===== src/rtl/irqfe_pkg.sv =====
package irqfe_pkg;

    // Identifier returned when nothing may be acknowledged
    localparam int SPURIOUS_ID = 1023;

    typedef enum logic [1:0] {
        ST_IDLE   = 2'd0,
        ST_SIGNAL = 2'd1,
        ST_BLANK  = 2'd2
    } fe_state_e;

endpackage


===== src/rtl/irqfe_nest_stack.sv =====
module irqfe_nest_stack #(
    parameter int ID_W   = 10,
    parameter int PRIO_W = 8,
    parameter int DEPTH  = 4
) (
    input  logic                             clk,
    input  logic                             rst_n,
    input  logic                             push,
    input  logic [ID_W-1:0]                  push_id,
    input  logic [PRIO_W-1:0]                push_prio,
    input  logic                             pop,
    output logic [ID_W-1:0]                  top_id,
    output logic [PRIO_W-1:0]                top_prio,
    output logic                             empty,
    output logic                             full,
    output logic [$clog2(DEPTH+1)-1:0]       depth_o
);

    localparam int CNT_W = $clog2(DEPTH + 1);
    localparam int IDX_W = (DEPTH > 1) ? $clog2(DEPTH) : 1;

    logic [CNT_W-1:0]  count_q;
    logic [ID_W-1:0]   id_q   [DEPTH];
    logic [PRIO_W-1:0] prio_q [DEPTH];
    logic [IDX_W-1:0]  top_idx;

    assign empty   = (count_q == '0);
    assign full    = (count_q == CNT_W'(DEPTH));
    assign depth_o = count_q;
    assign top_idx = empty ? '0 : IDX_W'(count_q - CNT_W'(1));
    assign top_id   = id_q[top_idx];
    assign top_prio = prio_q[top_idx];

    // One storage slot per nesting level
    for (genvar g = 0; g < DEPTH; g++) begin : g_slot
        always_ff @(posedge clk or negedge rst_n) begin
            if (!rst_n) begin
                id_q[g]   <= '0;
                prio_q[g] <= '1;
            end else if (push && !full && (count_q == CNT_W'(g))) begin
                id_q[g]   <= push_id;
                prio_q[g] <= push_prio;
            end
        end
    end

    always_ff @(posedge clk or negedge rst_n) begin
        if (!rst_n) begin
            count_q <= '0;
        end else if (push && !full) begin
            count_q <= count_q + CNT_W'(1);
        end else if (pop && !empty) begin
            count_q <= count_q - CNT_W'(1);
        end
    end

endmodule


===== src/rtl/irqfe_qualify.sv =====
module irqfe_qualify #(
    parameter int PRIO_W = 8
) (
    input  logic              cand_valid,
    input  logic [PRIO_W-1:0] cand_prio,
    input  logic [PRIO_W-1:0] mask_prio,
    input  logic [PRIO_W-1:0] run_prio,
    input  logic              stack_full,
    output logic              hit
);

    logic beats_mask;
    logic beats_running;

    always_comb begin
        beats_mask    = (cand_prio < mask_prio);
        beats_running = (cand_prio < run_prio);
        hit           = cand_valid && !stack_full && beats_mask && beats_running;
    end

endmodule


===== src/rtl/irqfe_ctrl.sv =====
module irqfe_ctrl
    import irqfe_pkg::*;
#(
    parameter int ID_W = 10
) (
    input  logic            clk,
    input  logic            rst_n,
    input  logic            hit,
    input  logic [ID_W-1:0] cand_id,
    input  logic            ack_req,
    input  logic            eoi_req,
    input  logic [ID_W-1:0] eoi_id,
    input  logic [ID_W-1:0] top_id,
    input  logic            stack_empty,
    output logic            push,
    output logic            pop,
    output logic            irq,
    output logic            ack_vld,
    output logic [ID_W-1:0] ack_id,
    output logic            act_vld,
    output logic [ID_W-1:0] act_id,
    output logic            deact_vld,
    output logic [ID_W-1:0] deact_id
);

    localparam logic [ID_W-1:0] SPUR_ID = ID_W'(SPURIOUS_ID);

    fe_state_e state_q;
    fe_state_e state_d;

    // Stack commands, resolved in the same cycle as the strobes
    assign push = ack_req && hit;
    assign pop  = eoi_req && !ack_req && !stack_empty && (eoi_id == top_id);

    // Next-state selection
    always_comb begin
        state_d = state_q;
        unique case (state_q)
            ST_IDLE: begin
                if (ack_req)  state_d = ST_BLANK;
                else if (hit) state_d = ST_SIGNAL;
            end
            ST_SIGNAL: begin
                if (ack_req)   state_d = ST_BLANK;
                else if (!hit) state_d = ST_IDLE;
            end
            ST_BLANK: begin
                if (ack_req)  state_d = ST_BLANK;
                else if (hit) state_d = ST_SIGNAL;
                else          state_d = ST_IDLE;
            end
            default: state_d = ST_IDLE;
        endcase
    end

    // State register
    always_ff @(posedge clk or negedge rst_n) begin
        if (!rst_n) state_q <= ST_IDLE;
        else        state_q <= state_d;
    end

    assign irq = (state_q == ST_SIGNAL);

    // Registered handshake outputs
    always_ff @(posedge clk or negedge rst_n) begin
        if (!rst_n) begin
            ack_vld   <= 1'b0;
            ack_id    <= SPUR_ID;
            act_vld   <= 1'b0;
            act_id    <= '0;
            deact_vld <= 1'b0;
            deact_id  <= '0;
        end else begin
            ack_vld   <= ack_req;
            ack_id    <= push ? cand_id : SPUR_ID;
            act_vld   <= push;
            act_id    <= cand_id;
            deact_vld <= pop;
            deact_id  <= eoi_id;
        end
    end

endmodule


===== src/rtl/irq_cpu_frontend.sv =====
module irq_cpu_frontend #(
    parameter int ID_W       = 10,
    parameter int PRIO_W     = 8,
    parameter int NEST_DEPTH = 4
) (
    input  logic              clk,
    input  logic              rst_n,
    input  logic              cand_valid,
    input  logic [ID_W-1:0]   cand_id,
    input  logic [PRIO_W-1:0] cand_prio,
    input  logic              mask_we,
    input  logic [PRIO_W-1:0] mask_wdata,
    input  logic              ack_req,
    input  logic              eoi_req,
    input  logic [ID_W-1:0]   eoi_id,
    output logic              irq,
    output logic              ack_vld,
    output logic [ID_W-1:0]   ack_id,
    output logic              act_vld,
    output logic [ID_W-1:0]   act_id,
    output logic              deact_vld,
    output logic [ID_W-1:0]   deact_id
);

    localparam int CNT_W = $clog2(NEST_DEPTH + 1);

    logic [PRIO_W-1:0] mask_q;
    logic [PRIO_W-1:0] run_prio;
    logic [ID_W-1:0]   top_id;
    logic [PRIO_W-1:0] top_prio;
    logic              stack_empty;
    logic              stack_full;
    logic [CNT_W-1:0]  nest_depth;
    logic              hit;
    logic              push;
    logic              pop;

    always_ff @(posedge clk or negedge rst_n) begin
        if (!rst_n)       mask_q <= '0;
        else if (mask_we) mask_q <= mask_wdata;
    end

    assign run_prio = stack_empty ? '1 : top_prio;

    irqfe_qualify #(.PRIO_W(PRIO_W)) u_qual (
        .cand_valid (cand_valid),
        .cand_prio  (cand_prio),
        .mask_prio  (mask_q),
        .run_prio   (run_prio),
        .stack_full (stack_full),
        .hit        (hit)
    );

    irqfe_nest_stack #(.ID_W(ID_W), .PRIO_W(PRIO_W), .DEPTH(NEST_DEPTH)) u_stack (
        .clk       (clk),
        .rst_n     (rst_n),
        .push      (push),
        .push_id   (cand_id),
        .push_prio (cand_prio),
        .pop       (pop),
        .top_id    (top_id),
        .top_prio  (top_prio),
        .empty     (stack_empty),
        .full      (stack_full),
        .depth_o   (nest_depth)
    );

    irqfe_ctrl #(.ID_W(ID_W)) u_ctrl (
        .clk         (clk),
        .rst_n       (rst_n),
        .hit         (hit),
        .cand_id     (cand_id),
        .ack_req     (ack_req),
        .eoi_req     (eoi_req),
        .eoi_id      (eoi_id),
        .top_id      (top_id),
        .stack_empty (stack_empty),
        .push        (push),
        .pop         (pop),
        .irq         (irq),
        .ack_vld     (ack_vld),
        .ack_id      (ack_id),
        .act_vld     (act_vld),
        .act_id      (act_id),
        .deact_vld   (deact_vld),
        .deact_id    (deact_id)
    );

endmodule


===== config.mk =====
export PLATFORM = sky130hd
export DESIGN_NAME = irq_cpu_frontend
export DESIGN_NICKNAME = d
export VERILOG_FILES = /design/src/rtl/irqfe_pkg.sv /design/src/rtl/irqfe_nest_stack.sv /design/src/rtl/irqfe_qualify.sv /design/src/rtl/irqfe_ctrl.sv /design/src/rtl/irq_cpu_frontend.sv
export SDC_FILE = /design/constraint.sdc
export NUM_CORES = 1
export LEC_CHECK = 0
export ABC_CLOCK_PERIOD_IN_PS = 5920
export CAP_MARGIN = 5
export CORE_MARGIN = 3
export CORE_UTILIZATION = 55
export CTS_CLUSTER_DIAMETER = 50
export DETAILED_ROUTE_END_ITERATION = 6
export GPL_TIMING_DRIVEN = 0
export PLACE_DENSITY = 0.8
export SETUP_SLACK_MARGIN = 0.5
export SLEW_MARGIN = 10
export SYNTH_ARGS = -nofsm -noshare
export SYNTH_HDL_FRONTEND = slang
export SYNTH_SLANG_ARGS = --single-unit

===== constraint.sdc =====
create_clock -name clk -period 5.92 [get_ports clk]
set_input_delay 1.184 -clock clk [delete_from_list [all_inputs] [get_ports clk]]
set_output_delay 1.184 -clock clk [all_outputs]
set_load 0.005 [all_outputs]

==> run summary <==
For the final routed database, the setup TNS stands at 0 ps. The compound-gate portion of the synthesized area was 5.170%; the share of the clock period used by the worst path after layout was 86.21%. The minimum setup slack in the final design is 816.3 ps, and the final HPWL from detailed placement is 7533 µm. After detailed routing, the number of vias per cell comes to 5.450. The number of iterations in the first detailed-routing pass is 4, and the peak supply drop is 225.5 µV. The clock tree root driver cell was clkbuf_8.

The tools report the fill cell total of the finished layout as 616. The logs give 0.7962 for the routability congestion estimate from global placement and 57.33% for the starting density of the core. The design draws 2.904 mW. The floorplan step defined a die boundary enclosing 10990 µm². The final antenna diode count was 0. TritonCTS built the clock tree. Row generation in the floorplan step produced 35 rows. The logs give 73 for the largest net degree at the start of global routing and 0 for the number of setup violations in the final report. By area, the combinational part of the netlist is dominated by multiplexers. The worst pin sits at a relative slew slack of 52.57%. The most frequent standard cell in the layout excluding fill and tap cells is dfrtp_1. The worst hold path begins at u_ctrl.state_q[0]$_DFFE_PN0P_. The number of port buffers was 75.

For this run, the leading register cell type out of synthesis is dfrtp_1. After clock tree synthesis, the clock-pin slew on the worst setup and hold paths is 60 ps. The post-synthesis share of cell area spent on xor and xnor gates was 1.467%; the wire length of the first global-routing pass was 19240 µm.

Compared with the post-synthesis result, the final layout area differs by 29.34%. The signal on the critical path passes through buf_4 -> buf_2 -> buf_6 -> inv_1 -> ha_1 -> buf_6 -> mux2_4 -> clkbuf_4 -> mux4_2 -> nor2_1 -> ha_1 -> a211o_1 -> o221ai_1 -> a21oi_1 -> nor3_2 -> o211a_1 -> buf_6 -> and2_1 -> buf_4 -> buf_6 -> mux2_1. The clock net in this run drives a total of 118 sinks. The number of top-level pins was 76; the count of hold buffers inserted by post-cts repair was 0.

The run gives 3346 as the total via count in the routed design. STA classifies the critical path startpoint as a register. For the worst setup path, the data arrival time is 5490 ps.

The run gives 0 as the number of slew-limit violations in the final report. The top layer used by detailed routing was met4. The number of enable flip-flop cells after synthesis is 0. The fraction of the mapped netlist area in simple logic gates is 6.241%. Setup repair after global routing left no endpoint under its margin. Routed length on met2: 5796 µm. In this run the power density over the cells is 417.9 nW/µm².

The top cell types in the final layout, fill and taps aside, are dfrtp_1, clkdlybuf4s50_1, mux2_2. In this run the vertical extent of the chip is 104.8 µm. Sequential area share after synthesis: 55.94%.

The critical path's largest stage delay came out at 380 ps. Area of the core: 9371 µm². Clock tree synthesis inserted a total of 17 buffers. Counting every instance in the synthesized netlist gives 377. Together, buffers and inverters on the worst path number 9.

Synthesis produced a netlist with a net count of 439. The share of synthesized cell area in full adder, half adder and majority cells came out at 4.658%. Registers are responsible for 35.6% of the overall power. For the number of different library cells in the post-synthesis netlist, the log shows 49. The synthesized area per cell came out at 14.25 µm². The tools report the startpoint of the lowest-slack register-to-register path as u_stack.depth_o[0]$_DFFE_PN0P_. The proportion of synthesized area in mux cells came out at 23.33%. The tools report the mapped cell area as 5373 µm². The worst-skew pair later-pin latency came out at 510 ps.

The longest clock path from root to sink contains 2 buffers. The switching share of power was 29.06%. Among all stages on the critical path, the largest delay is contributed by dfrtp_1.

After the last flow step, the layout net total stands at 534. Once detail routing completed, the nets flagged for antenna violations numbered 0. The die boundary width is 104.8 µm, and the data required time of the worst path is 6310 ps. The tools report the minimum hold slack as 478.7 ps. Yosys printed 0 warnings. The number of flip-flops and latches in the synthesized netlist was 118. Combinational power share: 27.2%.

The total congestion overflow after global routing is 0. The smallest clock period supported by the final layout is computed as 5104 ps. Number of global-route vias before repair: 3759. For this design the total switching power over the nets is 0.8437 mW. For the clock group share of total power, the log shows 37.1%. The number of antenna violations at the first check in global routing was 0; the routed wire length was 11440 µm.

Class of the most critical hold timing path: reg -> reg. On the critical path the largest part of the delay comes from buffers and inverters. The H-tree was split into 4 levels. The run gives 5080 µm as the detailed-routing wirelength on met1. By instance count, the cell type seen most on the critical path is buf_6. The fraction of final layout cells sized beyond drive strength 1 works out to 34.43%. For the number of remaining DRC errors, the log shows 0.

STA classifies the critical path endpoint as a register. OpenSTA, run right after detailed placement, puts the worst setup slack at 590.3 ps. The share of synthesized flip-flops with an asynchronous set or reset was 100.0%; the cell internal power dissipation was 2.060 mW. Max-cap violations in this run came to 0.

The run gives 0 as the hold violation count in the final report. The maximum clock frequency was 0.1959 GHz; the clock skew after layout was 8.597 ps. In this run the worst path has a maximum fanout of 10. Global routing consumed, over all layers together, 22.50% of the routing resources. The logs give 129 for the detailed router's first-iteration violation count and 419 µm for the detailed-routed wire length on met3. The critical path startpoint was u_stack.depth_o[0]$_DFFE_PN0P_. The flow ran to the end, and the final reports show no timing, DRC or antenna violations. Actual slew at the worst max-slew pin: 711.5 ps. The category of the critical setup timing path was reg -> reg. Dividing the detail-routed wire length by the instance count gives 18.63 µm. In this run the static leakage power is 3.127 nW.
[worst paths after layout]
path                            cells past startpoint                        endpoint  slack [ps]
worst max-delay path                               21    u_stack.id_q[39]$_DFFE_PN0P_         820
worst min-delay path                                1   u_ctrl.state_q[0]$_DFFE_PN0P_         480
worst max register to register                     21    u_stack.id_q[39]$_DFFE_PN0P_         820
worst min register to register                      1   u_ctrl.state_q[0]$_DFFE_PN0P_         480
max in group asynchronous                           2  u_stack.prio_q[19]$_DFFE_PN1P_        4610
min in group asynchronous                           1    u_stack.id_q[29]$_DFFE_PN0P_         600
[cell families after synthesis]
group | after synthesis
compound gates | 41
xor+xnor | 9
fa+ha+maj | 20
buf+inv | 27
flops | 118
mux | 103
simple gates | 59
[state kept, by name, indices dropped and copies added, names as in the netlist, 2 cells and up]
register	cells
u_ctrl.act_id	10
u_ctrl.ack_id	10
mask_q	8
u_stack.id_q	40
u_ctrl.deact_id	10
u_stack.depth_o	3
u_ctrl.state_q	2
u_stack.prio_q	32
[power groups by stage]
stage	Sequential (mW)	Combinational (mW)	Clock (mW)
after detailed placement	1.04	0.776	0
final	1.03	0.791	1.08
after global routing	1.05	0.868	1.13
after floorplan	1.02	0.561	0
after global placement	1.04	0.748	0
after CTS	1.03	0.788	1.09
[final cells by class]
cell class,instances,area [µm²],area share [%]
Buffer,17,142.6,2.053
Inverter,10,37.54,0.5402
Tap cell,129,161.4,2.323
Sequential cell,118,3005,43.25
Clock buffer,18,427.9,6.158
Clock inverter,14,198.9,2.863
Timing Repair Buffer,76,779.5,11.22
Multi-Input combinational cell,232,2196,31.60
[per-stage QoR]
| step | instance area, µm² | std cells | utilization, % |
|---|---|---|---|
| after floorplan | 5373 | 377 | - |
| after global placement | 6285 | 581 | 67.06 |
| after detailed placement | 6314 | 582 | 67.37 |
| after CTS | 6940 | 614 | 74.06 |
| after global routing | 6949 | 614 | 74.15 |
| final | 6949 | 614 | 74.15 |
[cell usage after synthesis, types with 4 or more instances]
cell / instances / area, µm²
mux2_1: 10 / 112.6
mux2_2: 54 / 608.1
buf_4: 5 / 37.54
mux2_4: 11 / 165.2
nand2b_1: 13 / 81.33
a21oi_1: 7 / 35.03
buf_6: 4 / 45.04
nor2_1: 14 / 52.55
o21ai_0: 11 / 55.05
ha_1: 20 / 250.2
dfrtp_1: 76 / 1902
nand2_1: 11 / 41.29
buf_2: 4 / 20.02
mux4_2: 7 / 157.7
dfstp_2: 42 / 1104
xnor2_1: 9 / 78.83
a22oi_1: 7 / 52.55
inv_1: 10 / 37.54
mux2i_1: 21 / 210.2
[routing by layer]
layer / vias up / track usage, %
li1: 1549 / -
met1: 1709 / 29.19
met2: 75 / 37.35
met3: 13 / 5.621
met4: 0 / 7.029
met5: - / 0
[repair_timing]
| item | CTS | global route |
|---|---|---|
| gates resized for setup | 0 | 4 |
| buffers inserted | 0 | 0 |
| endpoints found under the setup margin | 0 | 51 |
(Power assumes the default switching activity.)
